==> src/rtl/pwr_seq.sv <==
module pwr_seq #(
  parameter int TW = 8
) (
  input  logic          clk,
  input  logic          rst,
  input  logic          req_valid,
  input  logic [2:0]    req_mode,
  input  logic          req_fast,
  input  logic          req_lf,
  input  logic [TW-1:0] settle_limit,
  input  logic          settle_done,
  input  logic          err_clr,
  output logic          vcore_hi,
  output logic          dcdc_en,
  output logic          sleep_en,
  output logic          lf_en,
  output logic          busy,
  output logic          req_ack,
  output logic          err_busy,
  output logic          err_illegal,
  output logic          err_timeout
);
  localparam logic [2:0] LIN0 = 3'b000, LIN1 = 3'b001, SW1 = 3'b011,
                         SLP0 = 3'b100, SLP1 = 3'b101;

  logic [2:0]    mode_q, tgt_q;
  logic [TW-1:0] cnt_q;
  logic          lf_q;

  function automatic logic [2:0] next_hop(input logic [2:0] c, input logic [2:0] t);
    case (c)
      LIN0:    next_hop = (t == SLP0) ? SLP0 : LIN1;
      LIN1:    next_hop = (t == SW1 || t == SLP1) ? t : LIN0;
      SW1:     next_hop = LIN1;
      default: next_hop = {2'b00, c[0]};
    endcase
  endfunction

  wire code_ok = (req_mode == LIN0) || (req_mode == LIN1) || (req_mode == SW1) ||
                 (req_mode == SLP0) || (req_mode == SLP1);
  wire req_bad = !code_ok || (req_lf && req_mode != LIN0) || (req_fast && !req_mode[0]);
  wire accept  = req_valid && !busy && !req_bad;

  assign vcore_hi = mode_q[0];
  assign dcdc_en  = mode_q[1];
  assign sleep_en = mode_q[2];

  always_ff @(posedge clk) begin
    if (rst) begin
      mode_q <= LIN0; tgt_q <= LIN0; cnt_q <= '0; lf_q <= 1'b0;
      lf_en <= 1'b0; busy <= 1'b0; req_ack <= 1'b0;
      err_busy <= 1'b0; err_illegal <= 1'b0; err_timeout <= 1'b0;
    end else begin
      req_ack <= accept;
      if (err_clr) begin
        err_busy <= 1'b0; err_illegal <= 1'b0; err_timeout <= 1'b0;
      end
      if (req_valid && busy) err_busy <= 1'b1;
      if (req_valid && !busy && req_bad) err_illegal <= 1'b1;
      if (accept) begin
        tgt_q <= req_mode;
        lf_q  <= req_lf;
        cnt_q <= '0;
        if (mode_q == req_mode) begin
          lf_en <= req_lf;
        end else begin
          lf_en  <= 1'b0;
          busy   <= 1'b1;
          mode_q <= next_hop(mode_q, req_mode);
        end
      end else if (busy) begin
        if (settle_done) begin
          cnt_q <= '0;
          if (mode_q == tgt_q) begin
            busy  <= 1'b0;
            lf_en <= lf_q;
          end else begin
            mode_q <= next_hop(mode_q, tgt_q);
          end
        end else if (cnt_q == settle_limit) begin
          busy        <= 1'b0;
          err_timeout <= 1'b1;
        end else begin
          cnt_q <= cnt_q + 1'b1;
        end
      end
    end
  end

  AST_WAKE_LINEAR: assert property (@(posedge clk) disable iff (rst)
    $fell(sleep_en) |-> !dcdc_en && vcore_hi == $past(vcore_hi));
  AST_SW_FROM_LIN1: assert property (@(posedge clk) disable iff (rst)
    $rose(dcdc_en) |-> $past(mode_q) == LIN1);
  AST_SLEEP_FROM_LIN: assert property (@(posedge clk) disable iff (rst)
    $rose(sleep_en) |-> !$past(dcdc_en) && vcore_hi == $past(vcore_hi));
  AST_LEVEL_UP: assert property (@(posedge clk) disable iff (rst)
    $rose(vcore_hi) |-> $past(mode_q) == LIN0);
  AST_LEVEL_DOWN: assert property (@(posedge clk) disable iff (rst)
    $fell(vcore_hi) |-> $past(mode_q) == LIN1);
  AST_ONE_STEP: assert property (@(posedge clk) disable iff (rst)
    $countones(mode_q ^ $past(mode_q)) <= 1);
  AST_LF_LIN0: assert property (@(posedge clk) disable iff (rst)
    lf_en |-> mode_q == LIN0);
  AST_BUSY_REJECT: assert property (@(posedge clk) disable iff (rst)
    req_valid && busy |=> err_busy && !req_ack);
  AST_ILLEGAL_HOLD: assert property (@(posedge clk) disable iff (rst)
    req_valid && !busy && req_bad |=> $stable(mode_q) && err_illegal && !req_ack);
endmodule

==> config.mk <==
export PLATFORM = sky130hd
export DESIGN_NAME = pwr_seq
export DESIGN_NICKNAME = d
export VERILOG_FILES = /design/src/rtl/pwr_seq.sv
export SDC_FILE = /design/constraint.sdc
export NUM_CORES = 1
export LEC_CHECK = 0
export ABC_AREA = 1
export BUFFER_PORTS_ARGS = -buffer_cell sky130_fd_sc_hd__buf_2
export CAP_MARGIN = 10
export CORE_MARGIN = 3
export CORE_UTILIZATION = 59
export DETAILED_ROUTE_END_ITERATION = 8
export PLACE_DENSITY = 0.9
export SETUP_SLACK_MARGIN = 0.02
export SKIP_CTS_REPAIR_TIMING = 1
export SYNTH_ARGS = -nofsm -noshare
export SYNTH_HDL_FRONTEND = slang
export SYNTH_SLANG_ARGS = --single-unit
==> constraint.sdc <==
create_clock -name clk -period 3.4 [get_ports clk]
set_input_delay 1.02 -clock clk [delete_from_list [all_inputs] [get_ports clk]]
set_output_delay 1.02 -clock clk [all_outputs]
set_load 0.01 [all_outputs]
# Word level (Yosys, flattened, before mapping)
# Cells that the tools add are included.
[totals]
regBits = 21
input_bits = 18
output_inout_bits = 9
wordCells = 91
[classes]
addsub = 1
n_eq_ne = 15
muxes = 32
n_reduce_logical = 32
[ops]
columns = ["op", "n"]
rows = [
  ["3-bit 2-to-1 mux", 9],
  ["1-bit 2-to-1 mux", 19],
  ["3-bit case mux with 3 select lines", 2],
  ["8-bit 2-to-1 mux", 2],
  ["3-bit equality test, second input constant", 4],
  ["2-bit nonzero test", 5],
  ["3-bit by 2-bit equality test with 1-bit output, second input constant", 3],
  ["8-bit by 1-bit adder with 8-bit output, second input constant", 1],
  ["8-bit equality test", 1],
  ["1-bit logical OR", 8],
  ["3-bit by 1-bit equality test with 1-bit output, second input constant", 2],
  ["3-bit equality test", 2],
  ["1-bit logical AND", 6],
  ["3-bit zero test", 2],
  ["2-bit != test, second input constant", 3],
  ["3-bit nonzero test", 2],
  ["5-bit AND reduction", 1],
  ["1-bit zero test", 4],
  ["4-bit AND reduction", 1],
  ["3-bit AND reduction", 1],
  ["2-bit AND reduction", 1],
  ["2-bit OR reduction", 1],
]

# Longest topological paths before layout
# Gate-level depths: netlist (run 1).
[logic_depth]
depth_word = 12
mapped_depth = 11
mapped_depth_nobuf = 11

# Worst setup path before layout (run 1)
# No wires, ideal clock.
[synth_path]
path_type = "input to register"
startpoint = "input settle_done"
endpoint = "register cnt_q[1]"
setup_time_ns = 0.112
arrival_time_ns = 1.866
t_required_ns = 3.288
slack_ns = 1.422
cell_stages = 9
path_buffers = 1
path_cell_list = "clkbuf_1 > a21oi_1 > nand3_1 > nor2_2 > nand2_4 > nand2_4 > nand2_1 > nand2_1 > nor2_1"
[synth_via]
elab_chain_cells = 2
word_cells_on_any_way = 3
cone_classes = "eq/ne (1); mux (1); reduce/logical (1)"
[synth_lines]
columns = ["item", "line_no", "source"]
rows = [
  ["start: declaration", "11", "input logic settle_done,"],
  ["2-bit != test (no line)", "--", ""],
  ["2-bit AND reduction (no line)", "--", ""],
  ["end signal: assignment", "84", "cnt_q <= cnt_q + 1'b1;"],
  ["end: declaration", "27", "logic [TW-1:0] cnt_q;"],
]
# Parallel ways exist; a longest one is shown, timed or not.
# A chain may end at the register's enable or synchronous reset.

# Worst setup path after layout (run 1)
[layout_path]
startpoint = "register busy"
endpoint = "output busy"
[layout_lines]
columns = ["item", "line_no", "source"]
rows = [
  ["start: declaration", "17", "output logic busy,"],
  ["start signal: assignment", "51", "lf_en <= 1'b0; busy <= 1'b0; req_ack <= 1'b0;"],
  ["start signal: assignment", "68", "busy <= 1'b1;"],
  ["start signal: assignment", "75", "busy <= 1'b0;"],
]
# No word-level cell between the ends.

==> results of run 1 <==
-- path summary, 6_finish.rpt --
path | start | end | slack [ns] | depth (start not counted)
setup / recovery | busy$_SDFFE_PP0P_ | busy | 1.21 | 1
hold / removal | err_timeout$_SDFF_PP0_ | err_timeout$_SDFF_PP0_ | 0.48 | 2
setup reg to reg | busy$_SDFFE_PP0P_ | cnt_q[0]$_SDFFE_PP0P_ | 1.79 | 8
hold reg to reg | err_timeout$_SDFF_PP0_ | err_timeout$_SDFF_PP0_ | 0.48 | 2
-- where the power goes --
group	internal, uW	leakage [uW]	switching, uW
Clock	43.8	0.0000177	72.1
Sequential	255	0.000170	13.6
Combinational	44.9	0.000616	70.2
-- state kept, by name, summed over array words and instances, names as in the netlist --
name / count
cnt_q: 8
err_timeout: 1
err_busy: 1
mode_q: 3
lf_en: 1
lf_q: 1
busy: 1
tgt_q: 3
req_ack: 1
err_illegal: 1
-- per-layer routing --
layer	GRT usage	part of all wire	vias to the layer above
li1	-	-	765
met1	0.265	0.44	639
met2	0.367	0.50	43
met3	0.0210	0.043	4
met4	0.0729	0.014	0
met5	0	0	-
-- metrics by stage --
step                power [uW]   util  hold slack, ns  instance area (um^2)  std cells
floorplan                  352      -           0.452                  1440        223
global placement           386  0.708           0.450                  1600        275
detailed placement         389  0.708           0.456                  1600        275
CTS                        505  0.720           0.476                  1620        279
global route               529  0.720           0.504                  1620        279
finish                     499  0.720           0.477                  1620        279
-- kinds of logic (layout without fill, tap and decap cells) --
| kind of cell | Yosys count | in the layout | share of synthesized area |
|---|---|---|---|
| buffers and inverters | 33 | 61 | 0.0861 |
| AND/OR/NAND/NOR | 131 | 131 | 0.446 |
| AO/OA/AOI/OAI | 25 | 25 | 0.0939 |
| adder cells (fa/ha/maj) | 1 | 1 | 0.00869 |
| flip-flops | 21 | 21 | 0.292 |
| XOR/XNOR | 12 | 12 | 0.0730 |
-- Yosys cell counts, drive strengths merged --
cell | n | area share
nand2 | 75 | 0.23
inv | 31 | 0.081
nand3 | 24 | 0.090
dfxtp | 21 | 0.29
nor2 | 19 | 0.070
a21oi | 15 | 0.055
o21ai | 8 | 0.030
xnor2 | 8 | 0.049
nand3b | 4 | 0.021
nand4 | 4 | 0.017
xor2 | 4 | 0.024
nor3 | 3 | 0.014
clkbuf | 2 | 0.0052
o22ai | 2 | 0.0087
or2 | 2 | 0.0087
ha | 1 | 0.0087
-- area by class of cell --
type	count	share of cell area
multi-input combinational	169	0.551
sequential	21	0.259
timing repair buffer	26	0.0801
inverter	31	0.0716
tap	28	0.0216
clock buffer	3	0.0139
clock inverter	1	0.00308
==> results.sh, run 1 <==
export IMPL_ys_seq_elements=21
export IMPL_multi_input_area_um2=895
export IMPL_post_place_ws_ns=1.19
export IMPL_critPathTopFamily="flip-flops"
export IMPL_hp_class="reg -> reg"
export IMPL_ys_warn_count=0
export IMPL_clock_path_buffers=2
export IMPL_cp_end_kind="output pin"
export IMPL_tightest_slew_ns=0.505
export IMPL_netlist_instances=223
export IMPL_drc=0
export IMPL_drive_above_1_share=0.199
export IMPL_htree_levels=1
export IMPL_syn_area_per_cell_um2=6.45
export IMPL_finalCriticalPeriod_ns=2.19
export IMPL_status="finished, final reports clean"
export IMPL_ir_drop_mv=0.275
export IMPL_max_freq_mhz=456
export IMPL_crit_chain="buf_2"
export IMPL_yosysUniqueCellTypes=28
export IMPL_grt_pass1_vias=1328
export IMPL_area_growth_pct=12.9
export IMPL_pwr_density_cell_mw_per_mm2=307
export IMPL_synth_seq_area_share=0.292
export IMPL_finalMaxSlewViolations=0
export IMPL_clk_latency_ns=0.30
export IMPL_slowest_delay_ns=0.65
export IMPL_grt_max_degree=15
export IMPL_skew_ns=0.00633
export IMPL_syn_area_mm2=0.00144
export IMPL_period_share=0.646
export IMPL_die_area_mm2=0.00307
export IMPL_finalSetupViolations=0
export IMPL_die_h_um=55.4
export IMPL_crit_type="reg -> out"
export IMPL_path_buf_inv=1
export IMPL_grtUsageTotal=0.209
export IMPL_cp_start_kind="flip-flop"
export IMPL_globalplace_congestion=0.916
export IMPL_antenna_left=0
export IMPL_fp_dieW_um=55.4
export IMPL_initial_core_util=0.638
export IMPL_fillerInstances=217
export IMPL_cts_buffers=3
export IMPL_rows=17
export IMPL_grt_overflow=0
export IMPL_ios=27
export IMPL_register_area_um2=420
export IMPL_drt_pass1_iterations=4
export IMPL_postLayoutSetupSlackWorst_ns=1.21
export IMPL_avgViaCountPerCell=5.20
export IMPL_timing_critical_path_arrival_ns=1.17
export IMPL_crit_fanout=14
export IMPL_cts_num_sinks=21
export IMPL_via_count=1451
export IMPL_diodes=0
export IMPL_cpMaxStageDelayCell="dfxtp_1"
export IMPL_mostFrequentLayoutCells="nand2_1 (66), inv_1 (29), buf_2 (26), nand3_1 (22), dfxtp_1 (21)"
export IMPL_required_ns=2.38
export IMPL_dp_hpwl_um=2440
export IMPL_wl_per_cell_um=10.9
export IMPL_drt_iter0_markers=40
export IMPL_final_common_cell="nand2_1"
export IMPL_nNetsFinal=271
export IMPL_clock_root_buffer="clkbuf_4"
export IMPL_core_mm2=0.00225
export IMPL_drv_cap=0
export IMPL_portBuffers=26
export IMPL_power_leakage_uw=0.000804
export IMPL_relSlewSlack=0.663
export IMPL_wl_um=3030
export IMPL_cts_tree="yes"
export IMPL_synth_nets=242
export IMPL_rsz0062_at_grt="no"
export IMPL_clk_pin_slew_worst_paths_ns=0.12
export IMPL_hold_violations=0
export IMPL_antenna_found_initial=0
export IMPL_grt_pass1_wl_um=5460
export IMPL_setup_tns_ns=0
Note: power is estimated with default switching activity, not from simulation.
==> run 2, diff against run 1 <==
ABC_AREA = 0   (was 1)
CORE_UTILIZATION = 47   (was 59)
PLACE_DENSITY = 0.8   (was 0.9)
clock period = 1.9 ns   (was 3.4 ns; I/O delays follow)
==> results.sh, run 2 <==
export IMPL_cts_tree="yes"
export IMPL_synthAdderAreaFrac=0.0104
export IMPL_drive_above_1_share=0.258
export IMPL_slowest_delay_ns=0.49
export IMPL_hp_start="err_illegal$_SDFFE_PP0P_"
export IMPL_largest_register="cnt_q"
export IMPL_timing_hold_ws_ns=0.474
export IMPL_core_mm2=0.00232
export IMPL_die_area_mm2=0.00321
export IMPL_crit_fanout=6
export IMPL_rsz0062_at_grt="no"
export IMPL_initial_core_util=0.521
export IMPL_cp_end_kind="flip-flop"
export IMPL_portBuffers=26
export IMPL_finalInstanceArea_mm2=0.00147
export IMPL_drt_pass1_iterations=4
export IMPL_rr_startpoint="cnt_q[4]$_SDFFE_PP0P_"
export IMPL_synth_nets=164
export IMPL_yosysTopAreaCell="dfxtp_1"
export IMPL_max_freq_mhz=607
export IMPL_grt_max_degree=16
export IMPL_synth_edf_count=0
export IMPL_clock_root_buffer="clkbuf_4"
export IMPL_ir_drop_mv=0.350
export IMPL_syn_area_per_cell_um2=8.33
export IMPL_power_leakage_uw=0.000685
export IMPL_path_buf_inv=1
export IMPL_yosys_area_share_simple=0.262
export IMPL_grt_overflow=0
export IMPL_synth_async_reset_ratio=0
export IMPL_area_growth_pct=21.5
export IMPL_ys_warn_count=0
export IMPL_drt_iter0_markers=27
export IMPL_hold_end="err_illegal$_SDFFE_PP0P_"
export IMPL_wl_um=2930
export IMPL_skew_ns=0.00497
export IMPL_hp_class="reg -> reg"
export IMPL_critPathTopFamily="simple AND/OR/NAND/NOR gates"
export IMPL_timing_critical_path_arrival_ns=1.91
export IMPL_htree_levels=1
export IMPL_setup_tns_ns=0
export IMPL_synth_xor_area_frac=0.123
export IMPL_dp_cells=206
export IMPL_antenna_found_initial=0
export IMPL_dp_hpwl_um=2230
export IMPL_diodes=0
export IMPL_via_count=1189
export IMPL_synth_compound_area_frac=0.160
export IMPL_clock_path_buffers=2
export IMPL_synth_commonest_cells="dfxtp_1 (21), nor2_1 (17), nand2_1 (15)"
export IMPL_placedInstanceArea_mm2=0.00144
export IMPL_synth_area_leaders="dfxtp_1 (35%), xor2_1 (9.4%), nor2_1 (5.3%), mux2i_1 (5.0%), nand2_1 (4.7%)"
export IMPL_pwr_density_cell_mw_per_mm2=577
export IMPL_grt_pass1_wl_um=5120
export IMPL_crit_chain="xor2_1, nor3_1, buf_4, and3_1, or4_1, nand2_1"
export IMPL_grtUsageTotal=0.195
export IMPL_finalMaxSlewViolations=0
export IMPL_cpMaxStageDelayCell="or4_1"
export IMPL_synthMuxAreaShare=0.0591
export IMPL_r2r_slack_ns=0.25
export IMPL_largest_register_ffs=8
export IMPL_required_ns=2.16
export IMPL_clk_latency_ns=0.30
export IMPL_r2r_end="cnt_q[4]$_SDFFE_PP0P_"
export IMPL_syn_area_mm2=0.00121
export IMPL_antenna_left=0
export IMPL_synth_top_flop_cell="dfxtp_1"
export IMPL_fin_cells=210
export IMPL_synth_top_family_by_area="simple AND/OR/NAND/NOR gates"
export IMPL_wl_per_cell_um=13.9
export IMPL_worstHoldPathCells=2
export IMPL_cts_buffers=3
export IMPL_relSlewSlack=0.725
export IMPL_finalCriticalPeriod_ns=1.65
export IMPL_crit_type="reg -> reg"
export IMPL_cp_start_kind="flip-flop"
export IMPL_hold_violations=0
export IMPL_cts_num_sinks=21
export IMPL_finalSetupViolations=0
export IMPL_grt_pass1_vias=1214
export IMPL_drc=0
export IMPL_final_common_cell="buf_2"
export IMPL_fp_dieW_um=56.7
export IMPL_mostFrequentLayoutCells="buf_2 (26), dfxtp_1 (21), nor2_1 (17), nand2_1 (15), xor2_1 (13)"
export IMPL_rows=17
export IMPL_ios=27
export IMPL_synth_top_area_share=0.348
export IMPL_r2r_cells=6
export IMPL_status="finished, final reports clean"
export IMPL_nNetsFinal=202
export IMPL_avgViaCountPerCell=5.66
export IMPL_synth_seq_area_share=0.348
export IMPL_ys_seq_elements=21
export IMPL_globalplace_congestion=0.853
export IMPL_clk_pin_slew_worst_paths_ns=0.12
export IMPL_layout_top_registers="cnt_q: 8 flops, mode_q: 3 flops, tgt_q: 3 flops"
export IMPL_fillerInstances=201
export IMPL_yosysUniqueCellTypes=42
export IMPL_drv_cap=0
export IMPL_tightest_slew_ns=0.411
export IMPL_netlist_instances=145
export IMPL_die_h_um=56.7
export IMPL_period_share=0.867
export IMPL_synthMostInstantiatedCell="dfxtp_1"
[run 2: worst reg2reg max path: cells and delay by family (launching register included)]
family        cells  cell delay (ns)
flops             1             0.44
simple gates      4             0.85
xor+xnor          1             0.17
buf+inv           1             0.14
[run 2: report_power, final]
| group | total (uW) | switching [uW] | internal, uW |
|---|---|---|---|
| logic | 163 | 85.9 | 77.2 |
| registers | 466 | 14.7 | 452 |
| clock network | 217 | 135 | 81.9 |
| total | 846 | 235 | 611 |
[run 2: worst max-delay path by stage]
stage,startpoint,to,slack [ns],depth (start not counted)
floorplan,req_mode[2],mode_q[0]$_SDFFE_PP0P_,0.16,6
global placement,settle_limit[1],cnt_q[4]$_SDFFE_PP0P_,0.05,7
detailed placement,settle_limit[7],cnt_q[2]$_SDFFE_PP0P_,0.02,5
CTS,cnt_q[4]$_SDFFE_PP0P_,cnt_q[4]$_SDFFE_PP0P_,0.25,6
global route,mode_q[0]$_SDFFE_PP0P_,mode_q[0]$_SDFFE_PP0P_,0.13,5
finish,cnt_q[4]$_SDFFE_PP0P_,cnt_q[4]$_SDFFE_PP0P_,0.25,6
[run 2: cell families (layout without fill, tap and decap cells)]
| kind of cell | Yosys count | count (layout) |
|---|---|---|
| mux | 7 | 7 |
| xor+xnor | 17 | 17 |
| fa+ha+maj | 1 | 1 |
| compound gates | 27 | 27 |
| buf+inv | 11 | 48 |
| flops | 21 | 21 |
| simple gates | 61 | 61 |
[run 2: cell type report]
class / instances / area, um^2 / area share
multi-input combinational: 113 / 742 / 0.506
sequential: 21 / 420 / 0.287
inverter: 6 / 22.5 / 0.0154
timing repair buffer: 38 / 220 / 0.150
clock buffer: 4 / 26.3 / 0.0179
tap: 28 / 35.0 / 0.0239
[run 2: layer usage]
layer / track usage / wire length (um) / up-vias
li1: - / - / 591
met1: 0.249 / 1350 / 564
met2: 0.327 / 1400 / 28
met3: 0.0299 / 120 / 6
met4: 0.0746 / 51 / 0
met5: 0 / 0 / -
[run 2: through the flow]
step                setup slack [ns]  total power, uW   util
detailed placement            0.0224              636  0.621
finish                         0.252              846  0.632
global placement              0.0485              631  0.621
global route                   0.132              888  0.632
floorplan                      0.159              566      -
CTS                            0.250              855  0.632
==> run 3, diff against run 2 <==
CELL_PAD_IN_SITES_DETAIL_PLACEMENT = 1   (was not set)
CELL_PAD_IN_SITES_GLOBAL_PLACEMENT = 1   (was not set)
CORE_UTILIZATION = 35   (was 47)
==> results.sh, run 3 (same netlist as run 2, synthesis figures left out) <==
export IMPL_clk_pin_slew_worst_paths_ns=0.12
export IMPL_p_clk_frac=0.261
export IMPL_initial_core_util=0.380
export IMPL_rr_startpoint="cnt_q[4]$_SDFFE_PP0P_"
export IMPL_diodes=0
export IMPL_crit_start="cnt_q[4]$_SDFFE_PP0P_"
export IMPL_fp_dieW_um=64.7
export IMPL_finalMaxSlewViolations=0
export IMPL_crit_type="reg -> reg"
export IMPL_power_frac_comb=0.200
export IMPL_globalplace_congestion=0.929
export IMPL_antenna_found_initial=0
export IMPL_grt_pass1_wl_um=5780
export IMPL_antenna_left=0
export IMPL_pwr_density_cell_mw_per_mm2=574
export IMPL_clock_root_buffer="clkbuf_4"
export IMPL_rows=20
export IMPL_cp_start_kind="flip-flop"
export IMPL_largest_register_ffs=8
export IMPL_area_growth_pct=24.5
export IMPL_rsz0062_at_grt="no"
export IMPL_r2r_end="cnt_q[4]$_SDFFE_PP0P_"
export IMPL_finalSetupViolations=0
export IMPL_critPathCapture="cnt_q[4]$_SDFFE_PP0P_"
export IMPL_relSlewSlack=0.714
export IMPL_avgViaCountPerCell=5.18
export IMPL_grt_max_degree=16
export IMPL_cp_end_kind="flip-flop"
export IMPL_period_share=0.893
export IMPL_cts_buffers=3
export IMPL_crit_fanout=6
export IMPL_timing_critical_path_arrival_ns=1.96
export IMPL_clock_path_buffers=2
export IMPL_tightest_slew_ns=0.428
export IMPL_htree_levels=1
export IMPL_r2r_slack_ns=0.20
export IMPL_skew_ns=0.00335
export IMPL_final_common_cell="buf_2"
export IMPL_drv_cap=0
export IMPL_wl_um=3420
export IMPL_setup_tns_ns=0
export IMPL_p_sw_frac=0.292
export IMPL_finalCriticalPeriod_ns=1.70
export IMPL_cp_num_cells=6
export IMPL_fin_cells=228
export IMPL_wl_per_cell_um=15.0
export IMPL_required_ns=2.16
export IMPL_max_freq_mhz=589
export IMPL_grt_pass1_vias=1227
export IMPL_dp_cells=224
export IMPL_dp_hpwl_um=2750
export IMPL_crit_chain="xor2_1, nor3_1, buf_4, and3_1, or4_1, nand2_1"
export IMPL_clk_latency_ns=0.31
export IMPL_fillerInstances=429
export IMPL_drive_above_1_share=0.272
export IMPL_register_area_um2=420
export IMPL_mostFrequentLayoutCells="buf_2 (26), dfxtp_1 (21), nor2_1 (17), nand2_1 (15), buf_4 (14)"
export IMPL_core_mm2=0.00318
export IMPL_hold_violations=0
export IMPL_die_h_um=64.7
export IMPL_switchingPower_uw=252
export IMPL_cts_num_sinks=21
export IMPL_p_int_uw=610
export IMPL_cts_tree="yes"
export IMPL_status="finished, final reports clean"
export IMPL_drt_pass1_iterations=4
export IMPL_via_count=1180
export IMPL_seq_power_share=0.539
export IMPL_path_buf_inv=1
export IMPL_slowest_delay_ns=0.50
export IMPL_grt_overflow=0
export IMPL_largest_register="cnt_q"
export IMPL_drc=0
export IMPL_nNetsFinal=204
export IMPL_ir_drop_mv=0.330
export IMPL_cpMaxStageDelayCell="or4_1"
export IMPL_critPathTopFamily="simple AND/OR/NAND/NOR gates"
export IMPL_ios=27
export IMPL_layout_top_registers="cnt_q: 8 flops, mode_q: 3 flops, tgt_q: 3 flops"
export IMPL_hp_class="reg -> reg"
export IMPL_r2r_cells=6
export IMPL_die_area_mm2=0.00419
export IMPL_multi_input_area_um2=742
export IMPL_power_leakage_uw=0.000697
export IMPL_drt_iter0_markers=12
export IMPL_grtUsageTotal=0.174
export IMPL_portBuffers=26
## run 3: changes by cell type in the layout (fill, tap and decap cells not counted), sizes merged
cell,delta
buf,+2
clkbuf,-1
clkinv,+1
## run 3: area by class of cell
| cell class | instances | area share |
|---|---|---|
| inverter | 6 | 0.0150 |
| clock inverter | 1 | 0.00333 |
| timing repair buffer | 40 | 0.157 |
| clock buffer | 3 | 0.0150 |
| tap | 44 | 0.0366 |
| sequential | 21 | 0.280 |
| multi-input combinational | 113 | 0.494 |
## run 3: stage by stage
step	setup slack, ns	util	area [um^2]	hold WS (ns)	power, uW
CTS	0.210	0.473	1500	0.477	873
detailed placement	-0.0551	0.464	1480	0.457	646
global placement	0.0275	0.464	1480	0.447	638
floorplan	0.159	-	1210	0.463	566
finish	0.204	0.473	1500	0.478	862
global route	0.0862	0.473	1500	0.527	919
## run 3: worst min-delay path, stage by stage, from the launching register on
cell     delay [ns]
dfxtp_1        0.33
nand2_1        0.05
a21oi_1        0.06
## run 3: power groups by stage
stage / registers (uW) / clock network, uW / logic [uW]
finish: 465 / 225 / 172
global route: 467 / 262 / 190
CTS: 465 / 235 / 174
detailed placement: 474 / 0 / 172
global placement: 473 / 0 / 164
floorplan: 475 / 0 / 91.3
## run 3: worst min-delay path by stage
stage,startpoint,endpoint,slack [ns],cells after the start
after floorplan,lf_q$_SDFFE_PP0P_,lf_q$_SDFFE_PP0P_,0.46,2
after global placement,err_illegal$_SDFFE_PP0P_,err_illegal$_SDFFE_PP0P_,0.45,2
after detailed placement,err_illegal$_SDFFE_PP0P_,err_illegal$_SDFFE_PP0P_,0.46,2
after CTS,err_illegal$_SDFFE_PP0P_,err_illegal$_SDFFE_PP0P_,0.48,2
after global routing,err_illegal$_SDFFE_PP0P_,err_illegal$_SDFFE_PP0P_,0.53,2
final,err_illegal$_SDFFE_PP0P_,err_illegal$_SDFFE_PP0P_,0.48,2
## run 3: layer usage
metal / routed length, um / vias to the layer above / GRT usage
met5: 0 / - / 0
met4: 29 / 0 / 0.0422
met3: 128 / 4 / 0.0225
met2: 1650 / 27 / 0.305
met1: 1610 / 560 / 0.224
li1: - / 589 / -
